**src/rtl/lp_pkg.sv**
```systemverilog
package lp_pkg;
  typedef enum logic [2:0] {
    LP_RUN     = 3'd0,
    LP_IDLE    = 3'd1,
    LP_PDOWN   = 3'd2,
    LP_RSTWIN  = 3'd3,
    LP_CORERST = 3'd4
  } lp_state_e;
endpackage

```
**src/rtl/lp_win_timer.sv**
```systemverilog
module lp_win_timer #(
  parameter int unsigned WIN = 24
) (
  input  logic clk,
  input  logic rst_n,
  input  logic run_i,
  output logic done_o
);
  localparam int unsigned CW = (WIN > 2) ? $clog2(WIN) : 1;
  localparam logic [CW-1:0] LAST = CW'(WIN - 1);

  logic [CW-1:0] cnt_q, cnt_d;

  always_comb begin
    if (run_i) cnt_d = cnt_q + 1'b1;
    else       cnt_d = '0;
  end

  always_ff @(posedge clk or negedge rst_n) begin
    if (!rst_n) cnt_q <= '0;
    else        cnt_q <= cnt_d;
  end

  assign done_o = run_i && (cnt_q == LAST);
endmodule

```
**src/rtl/lp_state_fsm.sv**
```systemverilog
module lp_state_fsm
  import lp_pkg::*;
(
  input  logic      clk,
  input  logic      rst_n,
  input  logic      mode_wr,
  input  logic      mode_idle,
  input  logic      mode_pdown,
  input  logic      irq_any,
  input  logic      hw_rst,
  input  logic      win_done,
  output lp_state_e state_o,
  output logic      wake_o
);
  lp_state_e st_q, st_d;
  logic      wake_q, wake_d;

  always_comb begin
    st_d   = st_q;
    wake_d = 1'b0;
    unique case (st_q)
      LP_RUN: begin
        if (hw_rst)                       st_d = LP_CORERST;
        else if (mode_wr && mode_pdown)   st_d = LP_PDOWN;
        else if (mode_wr && mode_idle)    st_d = LP_IDLE;
      end
      LP_IDLE: begin
        if (hw_rst) st_d = LP_RSTWIN;
        else if (irq_any) begin
          st_d   = LP_RUN;
          wake_d = 1'b1;
        end
      end
      LP_PDOWN:   if (hw_rst)   st_d = LP_CORERST;
      LP_RSTWIN:  if (win_done) st_d = LP_CORERST;
      LP_CORERST: if (!hw_rst)  st_d = LP_RUN;
      default:                  st_d = LP_RUN;
    endcase
  end

  always_ff @(posedge clk or negedge rst_n) begin
    if (!rst_n) begin
      st_q   <= LP_RUN;
      wake_q <= 1'b0;
    end else begin
      st_q   <= st_d;
      wake_q <= wake_d;
    end
  end

  assign state_o = st_q;
  assign wake_o  = wake_q;
endmodule

```
**src/rtl/lp_out_decode.sv**
```systemverilog
module lp_out_decode
  import lp_pkg::*;
(
  input  lp_state_e state_i,
  output logic      cpu_clk_en,
  output logic      per_clk_en,
  output logic      osc_en,
  output logic      ram_wr_inhibit,
  output logic      core_rst,
  output logic      idle_flag,
  output logic      pdown_flag
);
  always_comb begin
    idle_flag      = (state_i == LP_IDLE);
    pdown_flag     = (state_i == LP_PDOWN);
    cpu_clk_en     = !(idle_flag || pdown_flag);
    per_clk_en     = !pdown_flag;
    osc_en         = !pdown_flag;
    ram_wr_inhibit = (state_i == LP_RSTWIN);
    core_rst       = (state_i == LP_CORERST);
  end
endmodule

```
**src/rtl/lp_mode_ctrl.sv**
```systemverilog
module lp_mode_ctrl
  import lp_pkg::*;
#(
  parameter int unsigned MC_CYCLES = 12,
  parameter int unsigned WIN_MC    = 2
) (
  input  logic clk,
  input  logic rst_n,
  input  logic mode_wr,
  input  logic mode_idle,
  input  logic mode_pdown,
  input  logic irq_any,
  input  logic hw_rst,
  output logic cpu_clk_en,
  output logic per_clk_en,
  output logic osc_en,
  output logic ram_wr_inhibit,
  output logic core_rst,
  output logic wake,
  output logic idle_flag,
  output logic pdown_flag
);
  localparam int unsigned WIN = MC_CYCLES * WIN_MC;

  logic [1:0] rsync_q;
  logic       rst_s;
  lp_state_e  state;
  logic       win_done;

  always_ff @(posedge clk or negedge rst_n) begin
    if (!rst_n) rsync_q <= 2'b00;
    else        rsync_q <= {rsync_q[0], 1'b1};
  end
  assign rst_s = rsync_q[1];

  lp_win_timer #(.WIN(WIN)) u_timer (
    .clk    (clk),
    .rst_n  (rst_s),
    .run_i  (state == LP_RSTWIN),
    .done_o (win_done)
  );

  lp_state_fsm u_fsm (
    .clk        (clk),
    .rst_n      (rst_s),
    .mode_wr    (mode_wr),
    .mode_idle  (mode_idle),
    .mode_pdown (mode_pdown),
    .irq_any    (irq_any),
    .hw_rst     (hw_rst),
    .win_done   (win_done),
    .state_o    (state),
    .wake_o     (wake)
  );

  lp_out_decode u_dec (
    .state_i        (state),
    .cpu_clk_en     (cpu_clk_en),
    .per_clk_en     (per_clk_en),
    .osc_en         (osc_en),
    .ram_wr_inhibit (ram_wr_inhibit),
    .core_rst       (core_rst),
    .idle_flag      (idle_flag),
    .pdown_flag     (pdown_flag)
  );
endmodule

```
**config.mk**
```make
export PLATFORM = sky130hd
export DESIGN_NAME = lp_mode_ctrl
export DESIGN_NICKNAME = d
export VERILOG_FILES = /design/src/rtl/lp_pkg.sv /design/src/rtl/lp_win_timer.sv /design/src/rtl/lp_state_fsm.sv /design/src/rtl/lp_out_decode.sv /design/src/rtl/lp_mode_ctrl.sv
export SDC_FILE = /design/constraint.sdc
export NUM_CORES = 1
export LEC_CHECK = 0
export ABC_AREA = 1
export BUFFER_PORTS_ARGS = -buffer_cell sky130_fd_sc_hd__buf_4
export CORE_UTILIZATION = 35
export DETAILED_ROUTE_END_ITERATION = 6
export PLACE_DENSITY_LB_ADDON = 0.15
export REMOVE_ABC_BUFFERS = 1
export SLEW_MARGIN = 5
export SYNTH_ARGS = -nofsm -noshare
export SYNTH_HDL_FRONTEND = slang
export SYNTH_HIERARCHICAL = 1
export SYNTH_SLANG_ARGS = --single-unit
```
**constraint.sdc**
```tcl
create_clock -name clk -period 1.38 [get_ports clk]
set_input_delay 0.276 -clock clk [delete_from_list [all_inputs] [get_ports clk]]
set_output_delay 0.276 -clock clk [all_outputs]
set_load 0.01 [all_outputs]
```
======== Word-level counts from Yosys, hierarchy flattened ========
Index checks and enable logic that the tools add are counted.
storage, ports and cells
  flip-flop bits (word level) ............. 11
  input bits .............................. 7
  output and inout port bits .............. 8
  logic and storage cells ................. 36
cells by class
  $add $sub $neg .......................... 1
  equality and inequality tests ........... 10
  mux-type cells .......................... 13
  reductions and logical operators ........ 8
operator list
  operator                                       number
  2-to-1 mux 3 bit                               8
  case mux 3 bit (5 select lines)                1
  == test 3 x 2 -> 1 bit, second input constant  2
  adder 5 x 1 -> 5 bit, second input constant    1
  == test 5 bit, second input constant           1
  2-to-1 mux 5 bit                               1
  AND reduction 5 bit                            1
  != test 2 bit, second input constant           2
  != test 4 x 2 -> 1 bit, second input constant  1
  == test 3 x 1 -> 1 bit, second input constant  1
  == test 3 bit, second input constant           1
  logical AND 1 bit                              3
  logical NOT 3 bit                              1
  2-to-1 mux 1 bit                               3
  != test 3 bit, second input constant           1
  logical NOT 1 bit                              2
  != test 2 x 1 -> 1 bit, second input constant  1
  logical OR 1 bit                               1

======== Depth between registers and ports, before layout ========
Gate-level depths: netlist of the first run.
  depth after elaboration ................. 5
  gate-level depth with buffers ........... 10
  gate-level depth less buffers ........... 10

======== Modules after synthesis ========
Netlist of the first run, hierarchy kept.
by module, submodules not included
  module         instances  cells each  area an instance (um2)  seq. area each (um2)
  lp_state_fsm   1          41          274.0                   100.1
  lp_win_timer   1          26          227.7                   125.1
  lp_out_decode  1          13          65.1                    0.0
  lp_mode_ctrl   1          5           63.8                    50.0

======== Worst setup path before layout of the first run ========
Ideal clock, no wire load.
  path type ............................... register to register
  start point ............................. register u_fsm.st_q[0], in the netlist u_fsm/state_o[0]
  end point ............................... register u_fsm.st_q[0], in the netlist u_fsm/state_o[0]
  library setup time ...................... 121 ps
  arrival ................................. 1365 ps
  data required time ...................... 1259 ps
  setup slack ............................. -107 ps
  cell stages (with the launch flop) ...... 10
  path buffers ............................ 0
  clock period less this slack ............ 1487 ps
  cells stage by stage .................... dfrtp_1 nand2_1 nor2_2 inv_1 nor3_1 nand2_1 nand3_2 nand3_1 o21bai_1 nand2_1
on the way
  longest elaborated chain between the ends .. 4
  elaborated cells on any way between the ends .. 13
  classes of those cells .................. 9 x eq/ne; 1 x mux; 3 x reduce/logical
RTL lines
  what                                     RTL line            source
  from (decl)                              lp_state_fsm.sv:15  lp_state_e st_q, st_d;
  from (signal assigned)                   lp_state_fsm.sv:46  st_q <= st_d;
  == test 3 x 2 -> 1 bit                   lp_mode_ctrl.sv:39  .run_i (state == LP_RSTWIN),
  logical AND 1 bit                        lp_win_timer.sv:24  assign done_o = run_i && (cnt_q == LAST);
  via win_done                             lp_mode_ctrl.sv:28  logic win_done;
  != test 2 x 1 -> 1 bit (no source line)  --
  AND reduction 5 bit (no source line)     --
The timed path passes the listed nets, and every way through them passes these cells.
A chain may end at the register's enable or synchronous reset.

======== Worst setup path after layout of the first run ========
  start point ............................. register u_fsm.st_q[2], in the netlist u_fsm/state_o[2]
  end point ............................... output cpu_clk_en
on the way
  longest elaborated chain between the ends .. 3
  elaborated cells on any way between the ends .. 4
  classes of those cells .................. 2 x eq/ne; 2 x reduce/logical
RTL lines
  what                                                              RTL line                                  source
  == test 3 x 1 -> 1 bit or == test 3 x 2 -> 1 bit (tied branches)  lp_out_decode.sv:14, lp_out_decode.sv:15
  logical OR 1 bit *                                                lp_out_decode.sv:16                       cpu_clk_en = !(idle_flag || pdown_flag);
  logical NOT 1 bit *                                               lp_out_decode.sv:16
  to (decl)                                                         lp_mode_ctrl.sv:14                        output logic cpu_clk_en,
Mark *: on every way between the ends. The rest lies on a longest branch, timed or not.

==> results of run 1 <==
[worst max-delay path: stages (launching register included)]
cell and delay, ns:
dfrtp_1 0.39, buf_6 0.14, nor2_4 0.09, nand2_2 0.06, nand2_1 0.05, inv_1 0.04
buf_6 0.11
[power breakdown]
part | switching, mW | total, mW | internal, mW
registers | 0.0368 | 0.407 | 0.370
clock network | 0.102 | 0.209 | 0.107
logic | 0.454 | 0.895 | 0.441
total | 0.593 | 1.51 | 0.918
[logic make-up after synthesis]
kind of cell             count (synthesis)
AND/OR/NAND/NOR                         49
buffers and inverters                   17
flip-flops                              11
AO/OA/AOI/OAI                            6
adder cells (fa/ha/maj)                  1
other                                    1
[cells in the final DEF (no fill, tap or decap), drive strengths merged]
master       netlist  layout
conb               1       1
ha                 1       1
clkbuf             0       3
o21bai             1       1
dlygate4sd3        0       1
dfrtp             11      11
nor2              13      13
o211ai             1       1
nand3             13      13
nand4              1       1
clkinv             0       1
o21ai              2       2
nand2             19      19
buf                1      26
inv               16      16
a21oi              2       2
nor3               3       3
[area by class of cell]
| class | count | area (µm²) |
|---|---|---|
| Clock inverter | 1 | 5.00 |
| Clock buffer | 3 | 22.5 |
| Multi-Input combinational cell | 57 | 323 |
| Inverter | 16 | 60.1 |
| Timing Repair Buffer | 27 | 218 |
| Sequential cell | 11 | 275 |
| Fill cell | 155 | 661 |
| Tap cell | 24 | 30.0 |
[sequential cells by signal, summed over array words and instances, names as in the netlist]
| signal | flops |
|---|---|
| u_fsm/state_o | 3 |
| u_timer/cnt_q | 5 |
| u_fsm/wake_o | 1 |
| rsync_q | 2 |
[metrics by stage]
stage	setup TNS, ns	instances	instance area, µm²	power (mW)
3_5_place_dp	0	127	796	1.08
3_3_place_gp	0	127	796	1.07
4_1_cts	-0.113	137	898	1.45
6_report	-0.142	139	933	1.51
2_1_floorplan	-0.194	84	623	0.807
5_1_grt	-0.877	139	933	1.64
[path summary, 6_finish.rpt]
path                                              start                           end  slack [ns]
max                        u_fsm/state_o[2]$_DFFE_PN0P_                    cpu_clk_en       -0.05
min                                rsync_q[1]$_DFF_PN0_    u_timer/cnt_q[4]$_DFF_PN0_        0.14
max reg2reg                u_fsm/state_o[2]$_DFFE_PN0P_  u_fsm/state_o[0]$_DFFE_PN0P_       -0.03
min reg2reg                        rsync_q[1]$_DFF_PN0_    u_timer/cnt_q[4]$_DFF_PN0_        0.14
max in group asynchronous                         rst_n          rsync_q[1]$_DFF_PN0_        0.97
min in group clk                                 hw_rst        u_fsm/wake_o$_DFF_PN0_        0.22
[layer usage]
metal / track usage, % / share of wire, %
met3: 7.35 / 4.5
met5: 0 / 0
met4: 1.82 / 0
met2: 23.2 / 50
met1: 18.3 / 45
[timing repair]
action | CTS | global route
gates cloned | 1 | 0
setup endpoints to repair | 6 | 9
buffers inserted | 4 | 2
hold buffers | 1 | 0
resized for setup | 9 | 5
hold endpoints to repair | 2 | 0
pin swaps | 1 | 8
==> results.sh, run 1 <==
export IMPL_ys_seq_elements=11
export IMPL_synth_area_leaders="dfrtp_1, nand2_1, inv_1"
export IMPL_post_place_ws_ns=0.0264
export IMPL_path_class="reg2out"
export IMPL_overflow=0
export IMPL_whs_ns=0.142
export IMPL_critical_path_required_ns=1.10
export IMPL_hold_class="reg2async"
export IMPL_fmax_mhz=699
export IMPL_die_h_um=44.4
export IMPL_synth_top_cell_by_area="dfrtp_1"
export IMPL_yosysTopAreaCellShare_pct=43.7
export IMPL_cp_max_fo=4
export IMPL_wl_per_cell_um=9.52
export IMPL_clkSinkCount=11
export IMPL_io_buffers=14
export IMPL_avgViaCountPerCell=4.40
export IMPL_async_flop_share_pct=100
export IMPL_finalCriticalPeriod_ns=1.43
export IMPL_place_congestion=0.737
export IMPL_ios=15
export IMPL_syn_inst=85
export IMPL_failed_checks="setup timing"
export IMPL_powerDensity_mw_per_mm2=1620
export IMPL_critPathLaunchType="register"
export IMPL_yosysSeqAreaShare_pct=43.7
export IMPL_setup_viol=5
export IMPL_dr_pass1_iters=4
export IMPL_grt_pass1_vias=540
export IMPL_final_util_pct=58.6
export IMPL_cellLeakagePower_nw=0.508
export IMPL_die_width_um=44.4
export IMPL_synthSimpleGateAreaFrac_pct=37.5
export IMPL_setup_ws_ns=-0.0514
export IMPL_die_area_mm2=0.00198
export IMPL_peakVddDrop_v=0.00103
export IMPL_crit_path_end_kind="output port"
export IMPL_hold_violations=0
export IMPL_synthAdderAreaFrac_pct=1.98
export IMPL_synth_ff_type="dfrtp_1"
export IMPL_cts_max_level=1
export IMPL_cts_buffer_depth=2
export IMPL_synth_xor_area_share_pct=0
export IMPL_cts_tree="done"
export IMPL_antenna_found_initial=0
export IMPL_syn2layout_area_growth_pct=48.0
export IMPL_clk_pin_slew_ns=0.07
export IMPL_drt_antenna_violating_nets=0
export IMPL_outcome="finished, violations left"
export IMPL_diodes=0
export IMPL_synthMuxAreaShare_pct=0
export IMPL_grt_start_max_net_pins=10
export IMPL_yosysWarnings=6
export IMPL_ys_types=17
export IMPL_numCtsBuffers=3
export IMPL_vias=612
export IMPL_synth_compound_area_share_pct=5.56
export IMPL_dr_first_iter_drc_count=8
export IMPL_avgSynthCellArea_um2=7.42
export IMPL_coreArea_mm2=0.00159
export IMPL_hpwl_um=959
export IMPL_grt_pass1_wl_mm=2.09
export IMPL_skew_ns=0.00626
export IMPL_slew_violations=0
export IMPL_initial_core_util_pct=39.6
export IMPL_synth_top_family_by_area="simple AND/OR/NAND/NOR gates"
export IMPL_synth_area_um2=631
export IMPL_reg2reg_depth=10
export IMPL_drive_gt1_share_pct=40.0
export IMPL_wirelength_mm=1.32
export IMPL_synth_edff_count=0
export IMPL_finalCritPeriodShare_pct=104
export IMPL_final_nets=124
export IMPL_rsz0062_at_grt="yes"
export IMPL_globalRouteTotalUtil_pct=14.6
export IMPL_max_cap_violations=0
export IMPL_drc_errors=0
export IMPL_cp_arrival_ns=1.16
export IMPL_synth_common_cells="nand2_1, inv_1, dfrtp_1, nand3_1, nor2_1"
export IMPL_rows=14
export IMPL_synth_most_common_cell="nand2_1"
export IMPL_clk_latency_ns=0.26
export IMPL_cts_root_buf="clkbuf_4"
(Power assumes the default switching activity.)
==> run 2, diff against run 1 <==
==> constraint.sdc (replaced) <==
create_clock -name clk -period 1.38 [get_ports clk]
set_input_delay 0.276 -clock clk [delete_from_list [all_inputs] [get_ports clk]]
set_output_delay 0.276 -clock clk [all_outputs]
set_load 0.05 [all_outputs]
==> results.sh, run 2 (synthesized netlist as in run 1, its figures left out) <==
export IMPL_outcome="finished, violations left"
export IMPL_failed_checks="setup timing"
export IMPL_slowest_stage="dfrtp_1"
export IMPL_hpwl_um=959
export IMPL_drive_gt1_share_pct=45.2
export IMPL_wirelength_mm=1.40
export IMPL_cts_root_buf="clkbuf_4"
export IMPL_finalCritPeriodShare_pct=109
export IMPL_die_area_mm2=0.00198
export IMPL_hold_violations=0
export IMPL_largest_register_ffs=5
export IMPL_clk_latency_ns=0.28
export IMPL_grt_start_max_net_pins=10
export IMPL_dr_pass1_iters=4
export IMPL_rsz0062_at_grt="yes"
export IMPL_setup_viol=9
export IMPL_globalRouteTotalUtil_pct=14.8
export IMPL_setup_ws_ns=-0.120
export IMPL_slowest_delay_ns=0.40
export IMPL_drt_antenna_violating_nets=0
export IMPL_coreArea_mm2=0.00159
export IMPL_crit_path_end_kind="output port"
export IMPL_crit_buf_inv=2
export IMPL_cp_max_fo=5
export IMPL_whs_ns=0.143
export IMPL_ios=15
export IMPL_antenna_found_initial=0
export IMPL_grt_pass1_vias=537
export IMPL_io_buffers=14
export IMPL_powerDensity_mw_per_mm2=1900
export IMPL_place_congestion=0.737
export IMPL_final_cell_mix="buf_4, nand2_1, dfrtp_1, inv_1, nor2_1"
export IMPL_reg2reg_depth=9
export IMPL_max_cap_violations=0
export IMPL_peakVddDrop_v=0.000938
export IMPL_cts_buffer_depth=2
export IMPL_critPathLaunchType="register"
export IMPL_slew_violations=0
export IMPL_diodes=0
export IMPL_die_width_um=44.4
export IMPL_worstReg2RegEnd="u_fsm/state_o[0]$_DFFE_PN0P_"
export IMPL_final_common_cell="buf_4"
export IMPL_path_class="reg2out"
export IMPL_vias=613
export IMPL_r2r_slack_ns=-0.02
export IMPL_syn2layout_area_growth_pct=56.3
export IMPL_critical_path_required_ns=1.10
export IMPL_setup_tns_final_ns=-0.541
export IMPL_initial_core_util_pct=39.6
export IMPL_cts_max_level=1
export IMPL_fmax_mhz=667
export IMPL_wl_per_cell_um=10.0
export IMPL_largest_register="u_timer/cnt_q"
export IMPL_cts_tree="done"
export IMPL_critical_path_most_common_cell="buf_6"
export IMPL_cellLeakagePower_nw=0.517
export IMPL_clkSinkCount=11
export IMPL_final_nets=124
export IMPL_grt_pass1_wl_mm=2.11
export IMPL_finalCriticalPeriod_ns=1.50
export IMPL_drc_errors=0
export IMPL_clk_pin_slew_ns=0.07
export IMPL_cp_arrival_ns=1.22
export IMPL_rows=14
export IMPL_skew_ns=0.00379
export IMPL_r2r_start="u_timer/cnt_q[1]$_DFF_PN0_"
export IMPL_die_h_um=44.4
export IMPL_dr_first_iter_drc_count=10
export IMPL_numCtsBuffers=3
export IMPL_hold_class="reg2async"
export IMPL_path_delay_family="flip-flops"
export IMPL_crit_chain="buf_6, nor3_2, buf_6"
export IMPL_overflow=0
export IMPL_post_place_ws_ns=0.0264
export IMPL_avgViaCountPerCell=4.41
## run 2: cell counts in the layout (fill, tap and decap cells not counted)
No cell type changed its count.
## run 2: worst register-to-register path: cells and delay by family, from the launching register on
kind	cells	cell delay, ns
flops	1	0.41
fa+ha+maj	1	0.17
simple gates	8	0.77
## run 2: worst max path at each step
stage / startpoint / to / slack, ns / depth (start not counted)
3_5_place_dp: u_timer/cnt_q[0]$_DFF_PN0_ / u_fsm/state_o[0]$_DFFE_PN0P_ / 0.03 / 8
4_1_cts: u_fsm/state_o[2]$_DFFE_PN0P_ / cpu_clk_en / -0.09 / 6
6_report: u_fsm/state_o[0]$_DFFE_PN0P_ / core_rst / -0.12 / 3
5_1_grt: u_fsm/state_o[2]$_DFFE_PN0P_ / cpu_clk_en / -0.19 / 6
2_1_floorplan: u_fsm/state_o[2]$_DFFE_PN0P_ / core_rst / -0.50 / 2
3_3_place_gp: u_timer/cnt_q[0]$_DFF_PN0_ / u_fsm/state_o[0]$_DFFE_PN0P_ / 0.05 / 8
## run 2: per-layer routing
metal,wire length (µm),global-route usage [%]
met1,616,18.6
met2,679,23.5
met3,56,7.35
met4,42,1.82
met5,0,0
## run 2: repair_timing
item / 4_1_cts / 5_1_grt
endpoints found under the setup margin: 7 / 9
pin swaps: 2 / 10
setup buffers: 4 / 2
hold buffers: 1 / 0
gates resized for setup: 13 / 15
endpoints found under the hold margin: 2 / 0
cloned: 1 / 0
## run 2: metrics by stage
stage	total power [mW]	utilization [%]	std cells	area (µm²)
floorplan	1.06	-	84	623
global placement	1.33	49.9	127	796
detailed placement	1.34	49.9	127	796
CTS	1.75	57.4	137	915
global route	2.00	61.9	139	986
finish	1.87	61.9	139	986
## run 2: area by class of cell
cell class	count	area, µm²
fill	142	608
inverter	16	60.1
clock buffer	3	22.5
clock inverter	1	5.00
tap	24	30.0
sequential	11	275
multi-input combinational	57	353
timing repair buffer	27	240
## run 2: power by group
part / internal (mW) / switching (mW) / leakage (nW)
sequential: 0.370 / 0.0397 / 0.146
clock: 0.108 / 0.115 / 0.0177
combinational: 0.496 / 0.741 / 0.353
